--- config.mk ---
export PLATFORM = sky130hd
export DESIGN_NAME = flash_launch_ctrl
export DESIGN_NICKNAME = d
export VERILOG_FILES = /design/src/rtl/flc_pkg.sv /design/src/rtl/flc_fields.sv /design/src/rtl/flc_key_seq.sv /design/src/rtl/flash_launch_ctrl.sv
export SDC_FILE = /design/constraint.sdc
export NUM_CORES = 1
export LEC_CHECK = 0
export BUFFER_PORTS_ARGS = -buffer_cell sky130_fd_sc_hd__buf_2
export CORE_UTILIZATION = 49
export DETAILED_ROUTE_END_ITERATION = 16
export PLACE_DENSITY = 0.77
export SYNTH_ARGS = -nofsm -noshare
export SYNTH_HDL_FRONTEND = slang
export SYNTH_SLANG_ARGS = --single-unit
--- constraint.sdc ---
create_clock -name clk -period 2.2 [get_ports clk]
set_clock_uncertainty 0.2 [all_clocks]
set_input_delay 0.22 -clock clk [delete_from_list [all_inputs] [get_ports clk]]
set_output_delay 0.22 -clock clk [all_outputs]
set_load 0.005 [all_outputs]
--- src/rtl/flc_pkg.sv ---
`timescale 1ns/1ps
package flc_pkg;
   typedef enum logic {
      SEQ_IDLE  = 1'b0,
      SEQ_ARMED = 1'b1
   } seq_state_e;
endpackage

--- src/rtl/flc_fields.sv ---
`timescale 1ns/1ps
module flc_fields #(
   parameter int DATA_W = 8,
   parameter int KEY_W  = 4,
   parameter int MODE_W = 2
) (
   input  logic              clk,
   input  logic              rst_n,
   input  logic              wr_ok,
   input  logic [DATA_W-1:0] wr_data,
   input  logic              eng_busy,
   output logic [KEY_W-1:0]  key_q,
   output logic              map_q,
   output logic [MODE_W-1:0] mode_q
);
   localparam int MODE_LSB = 1;
   localparam int MAP_BIT  = MODE_LSB + MODE_W;
   localparam int KEY_LSB  = MAP_BIT + 1;

   always_ff @(posedge clk) begin
      if (!rst_n) begin
         key_q  <= '0;
         map_q  <= 1'b0;
         mode_q <= '0;
      end else if (wr_ok) begin
         key_q  <= wr_data[KEY_LSB +: KEY_W];
         map_q  <= wr_data[MAP_BIT];
         mode_q <= wr_data[MODE_LSB +: MODE_W];
      end
   end

   AST_FIELDS_FROZEN_BUSY: assert property (@(posedge clk) disable iff (!rst_n)
      eng_busy |=> ($stable(key_q) && $stable(map_q) && $stable(mode_q)));
endmodule

--- src/rtl/flc_key_seq.sv ---
`timescale 1ns/1ps
module flc_key_seq
   import flc_pkg::*;
#(
   parameter int              KEY_W     = 4,
   parameter int              MODE_W    = 2,
   parameter logic [KEY_W-1:0]  KEY_ARM  = 4'h5,
   parameter logic [KEY_W-1:0]  KEY_FIRE = 4'hA,
   parameter logic [MODE_W-1:0] RES_MODE = 2'b11,
   parameter bit              BOOT_GATE = 1'b1
) (
   input  logic              clk,
   input  logic              rst_n,
   input  logic              wr_ok,
   input  logic [KEY_W-1:0]  wr_key,
   input  logic [MODE_W-1:0] wr_mode,
   input  logic              insn_end,
   input  logic              boot_exec,
   output logic              launch,
   output logic [MODE_W-1:0] launch_mode
);
   localparam int GAP_W = 2;

   seq_state_e        state_q;
   logic [GAP_W-1:0]  gaps_q;
   logic [MODE_W-1:0] arm_mode_q;
   logic              boot_ok;
   logic              is_arm, is_fire;

   generate
      if (BOOT_GATE) begin : g_boot_gate
         assign boot_ok = boot_exec;
      end else begin : g_no_boot_gate
         assign boot_ok = 1'b1;
      end
   endgenerate

   assign is_arm  = (wr_key == KEY_ARM) && (wr_mode != RES_MODE);
   assign is_fire = (wr_key == KEY_FIRE) && (state_q == SEQ_ARMED) &&
                    (gaps_q == GAP_W'(1)) && (wr_mode == arm_mode_q) && boot_ok;

   always_ff @(posedge clk) begin
      if (!rst_n) begin
         state_q     <= SEQ_IDLE;
         gaps_q      <= '0;
         arm_mode_q  <= '0;
         launch      <= 1'b0;
         launch_mode <= '0;
      end else begin
         launch <= 1'b0;
         if (state_q == SEQ_ARMED && insn_end) begin
            if (gaps_q == GAP_W'(1)) state_q <= SEQ_IDLE;
            else                     gaps_q  <= gaps_q + GAP_W'(1);
         end
         if (wr_ok) begin
            if (is_arm) begin
               state_q    <= SEQ_ARMED;
               arm_mode_q <= wr_mode;
               gaps_q     <= insn_end ? GAP_W'(1) : GAP_W'(0);
            end else if (is_fire) begin
               state_q     <= SEQ_IDLE;
               launch      <= 1'b1;
               launch_mode <= wr_mode;
            end else begin
               state_q <= SEQ_IDLE;
            end
         end
      end
   end

   AST_LAUNCH_SINGLE: assert property (@(posedge clk) disable iff (!rst_n)
      launch |=> !launch);
   AST_LAUNCH_FROM_FIRE: assert property (@(posedge clk) disable iff (!rst_n)
      $rose(launch) |-> $past(wr_ok && wr_key == KEY_FIRE && state_q == SEQ_ARMED));
   AST_NO_RESERVED_LAUNCH: assert property (@(posedge clk) disable iff (!rst_n)
      launch |-> (launch_mode != RES_MODE));
   AST_LAUNCH_MODE_MATCH: assert property (@(posedge clk) disable iff (!rst_n)
      $rose(launch) |-> (launch_mode == $past(arm_mode_q)));
   generate
      if (BOOT_GATE) begin : g_boot_chk
         AST_BOOT_REQUIRED: assert property (@(posedge clk) disable iff (!rst_n)
            $rose(launch) |-> $past(boot_exec));
      end
   endgenerate
endmodule

--- src/rtl/flash_launch_ctrl.sv ---
`timescale 1ns/1ps
module flash_launch_ctrl #(
   parameter int              DATA_W    = 8,
   parameter int              KEY_W     = 4,
   parameter int              MODE_W    = 2,
   parameter logic [KEY_W-1:0]  KEY_ARM  = 4'h5,
   parameter logic [KEY_W-1:0]  KEY_FIRE = 4'hA,
   parameter logic [MODE_W-1:0] RES_MODE = 2'b11,
   parameter bit              BOOT_GATE = 1'b1
) (
   input  logic              clk,
   input  logic              rst_n,
   input  logic              wr_en,
   input  logic [DATA_W-1:0] wr_data,
   input  logic              insn_end,
   input  logic              boot_exec,
   input  logic              eng_busy,
   output logic [DATA_W-1:0] rd_data,
   output logic              launch,
   output logic [MODE_W-1:0] launch_mode
);
   localparam int MODE_LSB = 1;
   localparam int KEY_LSB  = MODE_LSB + MODE_W + 1;

   generate
      if (DATA_W != KEY_W + MODE_W + 2) begin : g_bad_layout
         $error("flash_launch_ctrl: DATA_W must equal KEY_W + MODE_W + 2");
      end
      if (KEY_ARM == KEY_FIRE) begin : g_bad_keys
         $error("flash_launch_ctrl: arming and firing keys must differ");
      end
   endgenerate

   logic              wr_ok;
   logic [KEY_W-1:0]  key_q;
   logic              map_q;
   logic [MODE_W-1:0] mode_q;

   assign wr_ok = wr_en && !eng_busy;

   flc_fields #(.DATA_W(DATA_W), .KEY_W(KEY_W), .MODE_W(MODE_W)) u_fields (
      .clk(clk), .rst_n(rst_n), .wr_ok(wr_ok), .wr_data(wr_data),
      .eng_busy(eng_busy), .key_q(key_q), .map_q(map_q), .mode_q(mode_q));

   flc_key_seq #(.KEY_W(KEY_W), .MODE_W(MODE_W), .KEY_ARM(KEY_ARM),
      .KEY_FIRE(KEY_FIRE), .RES_MODE(RES_MODE), .BOOT_GATE(BOOT_GATE)) u_seq (
      .clk(clk), .rst_n(rst_n), .wr_ok(wr_ok),
      .wr_key(wr_data[KEY_LSB +: KEY_W]), .wr_mode(wr_data[MODE_LSB +: MODE_W]),
      .insn_end(insn_end), .boot_exec(boot_exec),
      .launch(launch), .launch_mode(launch_mode));

   assign rd_data = {key_q, map_q, mode_q, eng_busy};

   AST_BUSY_MIRROR: assert property (@(posedge clk) disable iff (!rst_n)
      rd_data[0] == eng_busy);
   AST_NO_LAUNCH_WHILE_BUSY: assert property (@(posedge clk) disable iff (!rst_n)
      $past(eng_busy) |-> !launch);
endmodule

==> results.json, run 1 <==
{
  "outcome": "complete, no violations",
  "hold_viol_final": 0,
  "cp_top_family": "buffers and inverters",
  "min-delay-path-class": "primary input to register",
  "routed-via-count": 595,
  "avgSynthCellArea_um2": 8.88,
  "wl_per_cell_um": 12.0,
  "layout_common_cells": "buf_2, nand2_1, dfxtp_1, a21oi_1",
  "cts_resized": 0,
  "htreeDepth": 1,
  "power.density_mw_per_mm2": 594,
  "rows": 12,
  "n_antenna_cell": 0,
  "clock_sinks": 15,
  "dp_slack_ns": 0.673,
  "yosys_register_bits": 15,
  "grtUsageMet2_pct": 40.8,
  "min_period_ns": 1.77,
  "drive_above_1_share_pct": 32.4,
  "synth.cell_area_um2": 657,
  "grt_use_total_pct": 23.5,
  "clk_path_buf_depth": 2,
  "dieArea_mm2": 0.00149,
  "wl_mm": 1.40,
  "slew_headroom_pct": 72.3,
  "max_stage_delay_ns": 0.54,
  "top_usage_layer": "met2",
  "initial_core_util_pct": 56.1,
  "syn_inst": 74,
  "die_y_um": 38.6,
  "dp_cells": 107,
  "pin_count": 25,
  "seq_area_frac_synth_pct": 45.7,
  "core_mm2": 0.00117,
  "crit_required_ns": 2.22,
  "rsz0062_at_grt": "false",
  "setup_viol": 0,
  "final_area_um2": 843,
  "critPathSlowestCell": "dlygate4sd3_1",
  "synth_flop_cell": "dfxtp_1",
  "path_max_fanout": 3,
  "antenna_found_initial": 0,
  "crit_buf_inv": 2,
  "mostFrequentLayoutCell": "buf_2",
  "num-fill-cells": 100,
  "placed_area_um2": 766,
  "portBuffers": 23,
  "crit_type": "primary input to register",
  "yosysWarningCount": 0,
  "insertion_delay_ns": 0.29,
  "cts_tree": "done",
  "grt_max_degree": 14,
  "grt_remaining_overflow": 0,
  "drt_iter0_drc": 11,
  "fin_ws_ns": 0.426,
  "cts_inserted_buffers": 3,
  "grt_pass1_vias": 575,
  "worst-endpoint-arrival_ns": 1.79,
  "hpwl_um": 935,
  "cts.clk_slew.worst_paths_ns": 0.10,
  "drtPass1Iterations": 4,
  "maxCapViolCount": 0,
  "vias_per_cell": 5.13,
  "gp_congestion": 0.722,
  "cts-root-buf": "clkbuf_4",
  "min_period_over_period_pct": 80.7,
  "start_kind": "primary input",
  "grt_pass1_wl_mm": 2.33,
  "antenna_left": 0,
  "synth.distinct_cells": 23,
  "syn_nets": 88,
  "layoutNonFillerInstCount": 116,
  "tightest_slew_ns": 0.415,
  "fin_setup_tns_ns": 0,
  "synthArstFlopShare_pct": 0,
  "die_width_um": 38.6,
  "cts_hold_buf": 5,
  "area_growth_pct": 28.4,
  "synth_edf_count": 0,
  "p_leak_nw": 0.377,
  "total_power_mw": 0.501,
  "vdd_drop_max_mv": 0.427,
  "slew_violations": 0,
  "nNetsFinal": 117,
  "crit_path_end_kind": "register",
  "grt.met3_usage_pct": 5.20,
  "post_cts_buffers": 0,
  "max_freq_mhz": 564,
  "worstPathCellList": "dlygate4sd3_1 -> buf_2 -> nor4b_2 -> nand3_1 -> nor3_2 -> mux2i_1",
  "drc": 0,
  "grtUsageMet1_pct": 25.9
}
==> power by group <==
part | internal (mW) | total [mW] | switching (mW)
logic | 0.0285 | 0.0593 | 0.0308
clock network | 0.0677 | 0.161 | 0.0937
registers | 0.278 | 0.281 | 0.00285
==> synth_stat cells (all sizes together) (2+ instances only) <==
master  count  area share (%)
nor2        2             1.1
nand3       3             4.2
xnor2       2             2.7
buf         4             4.2
dfxtp      15              46
mux2i       5             7.6
and3        2             1.9
a21oi       8             6.1
nand2      21              12
nor3        2             2.3
==> registers in the layout, summed over array words and instances, names as in the netlist <==
| signal | count |
|---|---|
| u_seq.launch_mode | 2 |
| u_fields.mode_q | 2 |
| u_seq.state_q | 1 |
| u_fields.key_q | 4 |
| u_fields.map_q | 1 |
| u_seq.launch | 1 |
| u_seq.gaps_q | 2 |
| u_seq.arm_mode_q | 2 |
==> per-layer routing <==
metal  up-vias  share of wire [%]
met3         5                4.3
met1       266                 44
li1        305                  -
met4         0                2.0
met5         -                  0
met2        19                 50
==> stage by stage <==
stage	hold WS (ns)	utilization (%)
2_1_floorplan	0.156	-
3_3_place_gp	0.240	65.4
3_5_place_dp	0.245	65.4
4_1_cts	0.00279	72.0
5_1_grt	0.00636	72.0
6_report	0.00709	72.0
==> worst register-to-register path, delay by kind of cell (launching register included) <==
| family | cells | cell delay (ns) |
|---|---|---|
| simple gates | 3 | 0.63 |
| flops | 1 | 0.34 |
| mux | 1 | 0.21 |
==> worst paths after layout <==
path / from / to / slack (ns) / cells past startpoint
setup / recovery: wr_data[6] / u_seq.launch_mode[1]$_SDFFE_PN0P_ / 0.43 / 6
hold / removal: wr_data[2] / u_fields.mode_q[1]$_SDFFE_PN0P_ / 0.007 / 3
setup reg to reg: u_seq.gaps_q[1]$_SDFF_PN0_ / u_seq.launch_mode[1]$_SDFFE_PN0P_ / 0.76 / 4
hold reg to reg: u_fields.key_q[1]$_SDFFE_PN0P_ / u_fields.key_q[1]$_SDFFE_PN0P_ / 0.26 / 2
==> layout make-up <==
cell class	instances	area [um2]	area share [%]
timing repair buffer	29	173	20.5
sequential	15	300	35.6
clock buffer	3	22.5	2.67
inverter	1	3.75	0.445
clock inverter	1	5.00	0.593
multi-input combinational	53	322	38.1
tap	14	17.5	2.08
==> cell families after synthesis <==
kind of cell,Yosys count,synth area share [%]
AND/OR/NAND/NOR,37,30.7
flip-flops,15,45.7
AO/OA/AOI/OAI,9,8.00
buffers and inverters,6,5.33
multiplexers,5,7.62
XOR/XNOR,2,2.67
(Power assumes the default switching activity.)
==> run 2: changes to the inputs <==
--- a/config.mk
+++ b/config.mk
@@ -5,10 +5,12 @@
 export SDC_FILE = /design/constraint.sdc
 export NUM_CORES = 1
 export LEC_CHECK = 0
+export ABC_AREA = 1
 export BUFFER_PORTS_ARGS = -buffer_cell sky130_fd_sc_hd__buf_2
-export CORE_UTILIZATION = 49
+export CORE_ASPECT_RATIO = 1.2
+export CORE_UTILIZATION = 43
 export DETAILED_ROUTE_END_ITERATION = 16
-export PLACE_DENSITY = 0.77
+export PLACE_DENSITY = 0.7
 export SYNTH_ARGS = -nofsm -noshare
 export SYNTH_HDL_FRONTEND = slang
 export SYNTH_SLANG_ARGS = --single-unit
==> constraint.sdc (replaced) <==
create_clock -name clk -period 1.48 [get_ports clk]
set_clock_uncertainty 0.2 [all_clocks]
set_input_delay 0.148 -clock clk [delete_from_list [all_inputs] [get_ports clk]]
set_output_delay 0.148 -clock clk [all_outputs]
set_load 0.005 [all_outputs]
==> run 2 against run 1 <==
Against the previous run: critical path depth is 1 higher; core utilization decreased by 11 points; global-route usage fell by 3.5 points; non-clock buffer count increased by 6; via count up 26%; wire length rose by 16%; cell count increased by 31%; final area rose by 18%; flip-flop and latch count unchanged; worst setup slack lost 0.31 ns; synthesized cell count up 34%; combinational power grew 100%; critical path type unchanged; largest power group unchanged.
==> results.json, run 2 <==
{
  "cts-root-buf": "clkbuf_4",
  "power_switching_mw": 0.216,
  "cp_top_family": "buffers and inverters",
  "drc": 0,
  "die_width_um": 39.8,
  "crit_buf_inv": 3,
  "grtUsageMet1_pct": 23.0,
  "cts.clk_slew.worst_paths_ns": 0.09,
  "vdd_drop_max_mv": 0.557,
  "reg2reg_to": "u_seq.launch_mode[0]$_SDFFE_PN0P_",
  "cts_inserted_buffers": 3,
  "synth_xor_area_share_pct": 0,
  "drive_above_1_share_pct": 35.1,
  "core_mm2": 0.00162,
  "synth_edf_count": 0,
  "setup_viol": 0,
  "switching_share_pct": 27.3,
  "yosysWarningCount": 0,
  "grt_max_degree": 14,
  "outcome": "complete, no violations",
  "syn_inst": 99,
  "max_freq_mhz": 733,
  "crit_required_ns": 1.50,
  "synthAdderAreaFrac_pct": 0,
  "wl_mm": 1.62,
  "grt.met3_usage_pct": 4.27,
  "synth.cell_area_um2": 736,
  "max_stage_delay_ns": 0.53,
  "cts_tree": "done",
  "worstReg2RegStart": "u_seq.state_q$_SDFFE_PN0P_",
  "final_area_um2": 991,
  "fin_util_pct": 61.1,
  "min_period_over_period_pct": 92.2,
  "fin_ws_ns": 0.116,
  "grt_remaining_overflow": 0,
  "synth_compound_area_share_pct": 11.6,
  "maxCapViolCount": 0,
  "insertion_delay_ns": 0.30,
  "hpwl_mm": 1.14,
  "nNetsFinal": 149,
  "worstPathCellList": "dlygate4sd3_1 -> buf_2 -> nor2_4 -> inv_2 -> nor2_2 -> nand3b_1 -> nor3_2",
  "gp_congestion": 0.816,
  "clockPowerShare_pct": 31.4,
  "routed-via-count": 751,
  "portBuffers": 23,
  "p_leak_nw": 0.473,
  "avgSynthCellArea_um2": 7.43,
  "top_usage_layer": "met2",
  "grt_use_total_pct": 20.0,
  "largest_reg_flops": 4,
  "wl_per_cell_um": 10.6,
  "vias_per_cell": 4.94,
  "slew_headroom_pct": 85.5,
  "dieArea_mm2": 0.00188,
  "initial_core_util_pct": 45.4,
  "layoutNonFillerInstCount": 152,
  "power_frac_seq_pct": 53.4,
  "yosysTopAreaCell": "dfxtp_1",
  "grt_pass1_wl_mm": 2.52,
  "synthMuxAreaShare_pct": 0,
  "min_period_ns": 1.36,
  "worst-endpoint-arrival_ns": 1.39,
  "min-delay-path-class": "primary input to register",
  "layout_common_cells": "buf_2, dfxtp_1, nor2_1, nand2_1, dlygate4sd3_1",
  "synth.most_common_cell": "dfxtp_1",
  "yosys_register_bits": 15,
  "start_kind": "primary input",
  "total_power_mw": 0.792,
  "path_max_fanout": 5,
  "antenna_left": 0,
  "synth.distinct_cells": 21,
  "largest_register": "u_fields.key_q",
  "dp_cells": 137,
  "antenna_found_initial": 0,
  "synth_top_family_by_area": "simple AND/OR/NAND/NOR gates",
  "hold_start": "wr_en",
  "clock_sinks": 15,
  "die_y_um": 47.3,
  "tightest_slew_ns": 0.218,
  "hold_depth": 5,
  "yosys-top-cells-area": "dfxtp_1, nor2_1, nand2_1, nor2_4, nand3_1",
  "pin_count": 25,
  "netlist_top_cells_count": "dfxtp_1, nor2_1, nand2_1",
  "clk_path_buf_depth": 2,
  "mostFrequentLayoutCell": "buf_2",
  "crit_path_end_kind": "register",
  "yosysTopAreaCellShare_pct": 40.8,
  "drtPass1Iterations": 4,
  "synthArstFlopShare_pct": 0,
  "internal-power_mw": 0.576,
  "r2r.worst_path.cells": 7,
  "critPathSlowestCell": "dlygate4sd3_1",
  "syn_nets": 113,
  "drt_iter0_drc": 7,
  "seq_area_frac_synth_pct": 40.8,
  "cp.depth": 7,
  "crit_type": "primary input to register",
  "placed_area_um2": 853,
  "area_growth_pct": 34.7,
  "yosys.area_share.simple_pct": 37.2,
  "grt_pass1_vias": 621,
  "n_antenna_cell": 0,
  "comb_power_share_pct": 15.2,
  "min_to": "u_seq.state_q$_SDFFE_PN0P_",
  "rrSetupSlack_ns": 0.26,
  "num-fill-cells": 150,
  "hold_viol_final": 0,
  "htreeDepth": 1,
  "grtUsageMet2_pct": 35.1,
  "rows": 16,
  "synth_flop_cell": "dfxtp_1",
  "power.density_mw_per_mm2": 799,
  "slew_violations": 0,
  "dp_slack_ns": 0.261
}
==> run 2: changes by cell type in the layout (fill, tap and decap cells not counted), sizes merged, moves of 2 or more <==
cell         previous run  this run
dlygate4sd3             5        10
mux2i                   5         0
nand3                   3         9
nor2                    2        19
inv                     1        13
nand2                  21        16
xnor2                   2         0
o21ai                   0        10
==> run 2: what timing repair did <==
| item | in CTS | in global routing |
|---|---|---|
| hold endpoints to repair | 12 | 0 |
| resized for setup | 0 | 1 |
| endpoints found under the setup margin | 0 | 5 |
| setup buffers | 0 | 1 |
| hold buffers | 10 | 0 |
==> run 2: cells by family (layout without fill, tap and decap cells) <==
| kind of cell | count (synthesis) | count (layout) |
|---|---|---|
| simple gates | 50 | 50 |
| compound gates | 17 | 17 |
| buf+inv | 17 | 52 |
| flops | 15 | 15 |
==> run 2: stage by stage <==
stage / hold slack (ns) / setup TNS, ns
after detailed placement: 0.186 / 0
after CTS: 0.0597 / 0
final: 0.0923 / 0
after floorplan: 0.0829 / 0
after global routing: 0.121 / -0.0136
after global placement: 0.179 / 0
==> run 2: layout make-up <==
class	count	area (um2)	share of cell area, %
multi-input cells	67	362	36.5
flip-flops and latches	15	300	30.3
repair buffers	35	230	23.2
inverters	13	48.8	4.92
clock buffers	3	22.5	2.27
well taps	18	22.5	2.27
clock inverters	1	5.00	0.505
==> run 2: worst max-delay path by stage <==
stage,from,end
final,eng_busy,u_seq.launch$_SDFF_PP0_
after global routing,eng_busy,u_seq.launch$_SDFF_PP0_
after CTS,eng_busy,u_seq.launch$_SDFF_PP0_
after detailed placement,u_seq.gaps_q[0]$_SDFF_PN0_,u_seq.launch_mode[1]$_SDFFE_PN0P_
after global placement,u_seq.gaps_q[0]$_SDFF_PN0_,u_seq.launch_mode[0]$_SDFFE_PN0P_
after floorplan,u_seq.state_q$_SDFFE_PN0P_,u_seq.launch_mode[0]$_SDFFE_PN0P_
==> run 2: routing by layer <==
layer / part of all wire, % / routed length, um
met5: 0 / 0
met4: 1.5 / 25
met3: 3.5 / 56
met2: 53 / 853
met1: 42 / 682
==> run 2: tightest hold or removal path, cell delays in order <==
cell and delay [ns]:
buf_2 0.09, inv_1 0.08, nor2_4 0.07, nand4_2 0.09, a21oi_1 0.06
==> run 2: power groups by stage <==
stage                     registers (mW)  clock network (mW)  logic [mW]
final                              0.423               0.248       0.120
after global routing               0.425               0.266       0.134
after CTS                          0.423               0.248       0.118
after detailed placement           0.432                   0      0.0976
after global placement             0.432                   0      0.0958
after floorplan                    0.433                   0      0.0544
==> run 3: changes to the inputs <==
--- a/config.mk
+++ b/config.mk
@@ -5,12 +5,11 @@
 export SDC_FILE = /design/constraint.sdc
 export NUM_CORES = 1
 export LEC_CHECK = 0
-export ABC_AREA = 1
 export BUFFER_PORTS_ARGS = -buffer_cell sky130_fd_sc_hd__buf_2
-export CORE_ASPECT_RATIO = 1.2
-export CORE_UTILIZATION = 43
+export CORE_UTILIZATION = 44
+export CTS_BUF_LIST = sky130_fd_sc_hd__clkbuf_8
 export DETAILED_ROUTE_END_ITERATION = 16
-export PLACE_DENSITY = 0.7
+export PLACE_DENSITY = 0.73
 export SYNTH_ARGS = -nofsm -noshare
 export SYNTH_HDL_FRONTEND = slang
 export SYNTH_SLANG_ARGS = --single-unit
==> run 3 against run 2 <==
Against the previous run: power grew 6.5%; combinational power shrank 17%; maximum frequency shrank 7.7%; count of clock-buffer cells in the layout is the same; worst hold slack lost 0.068 ns; via count shrank 17%; sequential power shrank 1%; core utilization grew 8.1 points; clock power grew 31%; worst setup slack lost 0.11 ns; flip-flop and latch count is the same; highest routed layer unchanged.
==> results.json, run 3 (same netlist as run 1, synthesis figures left out) <==
{
  "crit_path_end_kind": "register",
  "wl_mm": 1.42,
  "cts.clk_slew.worst_paths_ns": 0.06,
  "drc": 0,
  "initial_core_util_pct": 48.7,
  "hold_slack_ns": 0.0246,
  "n_antenna_cell": 0,
  "dieArea_mm2": 0.00165,
  "vdd_drop_max_mv": 0.541,
  "switching_share_pct": 22.5,
  "cts_inserted_buffers": 3,
  "core_mm2": 0.00135,
  "grt.met3_usage_pct": 4.89,
  "final_area_um2": 935,
  "slew_violations": 0,
  "comb_power_share_pct": 11.9,
  "drtPass1Iterations": 4,
  "max_freq_mhz": 677,
  "pin_count": 25,
  "routed-via-count": 626,
  "total_power_mw": 0.843,
  "p_leak_nw": 0.427,
  "min_period_ns": 1.48,
  "antenna_left": 0,
  "outcome": "complete, no violations",
  "clockPowerShare_pct": 38.5,
  "power_frac_seq_pct": 49.6,
  "gp_congestion": 0.731,
  "largest_register": "u_fields.key_q",
  "grt_max_degree": 14,
  "num-fill-cells": 116,
  "area_growth_pct": 42.3,
  "crit_type": "register to register",
  "grt_pass1_vias": 505,
  "start_kind": "register",
  "drt_iter0_drc": 3,
  "insertion_delay_ns": 0.25,
  "tightest_slew_ns": 0.420,
  "setup_viol": 0,
  "crit_required_ns": 1.42,
  "min-delay-path-class": "primary input to register",
  "drive_above_1_share_pct": 32.1,
  "power_switching_mw": 0.190,
  "largest_reg_flops": 4,
  "grtUsageMet1_pct": 23.1,
  "wl_per_cell_um": 11.5,
  "mostFrequentLayoutCell": "buf_2",
  "internal-power_mw": 0.653,
  "grt_pass1_wl_mm": 2.10,
  "fin_setup_tns_ns": 0,
  "hpwl_um": 940,
  "grtUsageMet2_pct": 32.9,
  "power.density_mw_per_mm2": 902,
  "hold_viol_final": 0,
  "layoutNonFillerInstCount": 124,
  "die_y_um": 40.6,
  "slew_headroom_pct": 71.9,
  "vias_per_cell": 5.05,
  "maxCapViolCount": 0,
  "path_max_fanout": 4,
  "worst-endpoint-arrival_ns": 1.41,
  "rows": 13,
  "clk_path_buf_depth": 2,
  "htreeDepth": 1,
  "dp_cells": 109,
  "placed_area_um2": 774,
  "die_width_um": 40.6,
  "nNetsFinal": 124,
  "cts_tree": "done",
  "cts-root-buf": "clkbuf_8",
  "clock_sinks": 15,
  "min_period_over_period_pct": 99.8,
  "grt_use_total_pct": 20.4,
  "layout_common_cells": "buf_2, nand2_1, dfxtp_1, dlygate4sd3_1, a21oi_1",
  "top_usage_layer": "met2",
  "grt_remaining_overflow": 0,
  "portBuffers": 23,
  "antenna_found_initial": 0
}
## run 3: worst max-delay path: stages (launching register included)
cell	delay (ns)
dfxtp_1	0.34
nor4b_2	0.22
nand3_1	0.17
buf_4	0.17
nor4_1	0.27
## run 3: cell type report
type                    instances  area [um2]  area share (%)
multi-input cells              53         328            35.1
flip-flops and latches         15         300            32.1
repair buffers                 36         238            25.4
clock buffers                   3        41.3            4.42
well taps                      15        18.8            2.01
clock inverters                 1        5.00           0.535
inverters                       1        3.75           0.402
## run 3: repair_timing
action	CTS	global route
endpoints found under the hold margin	10	0
resized for setup	0	1
setup endpoints to repair	0	2
hold buffers	10	0
buffers inserted	0	1
## run 3: per-layer routing
layer | routed length (um) | part of all wire (%)
met2 | 680 | 48
met5 | 0 | 0
met3 | 76 | 5.4
met1 | 650 | 46
met4 | 12 | 0.85
## run 3: worst paths after layout
check / startpoint / end / slack (ns) / cells past startpoint
max reg2reg: u_seq.gaps_q[1]$_SDFF_PN0_ / u_seq.launch$_SDFF_PP0_ / 0.003 / 4
min: wr_data[2] / u_seq.arm_mode_q[1]$_SDFFE_PN0P_ / 0.02 / 3
min reg2reg: u_fields.map_q$_SDFFE_PN0P_ / u_fields.map_q$_SDFFE_PN0P_ / 0.25 / 2
max: u_seq.gaps_q[1]$_SDFF_PN0_ / u_seq.launch$_SDFF_PP0_ / 0.003 / 4
## run 3: power groups by stage
stage	combinational (mW)	sequential, mW	clock (mW)
finish	0.100	0.418	0.325
global route	0.111	0.419	0.350
CTS	0.0991	0.418	0.335
detailed placement	0.0784	0.427	0
global placement	0.0771	0.426	0
floorplan	0.0401	0.427	0
## run 3: per-stage QoR
step           worst slack, ns  utilization (%)
4_1_cts                 0.0291             68.2
6_report               0.00251             69.2
5_1_grt                -0.0720             69.2
2_1_floorplan            0.169                -
3_3_place_gp            0.0488             57.4
3_5_place_dp            0.0340             57.4
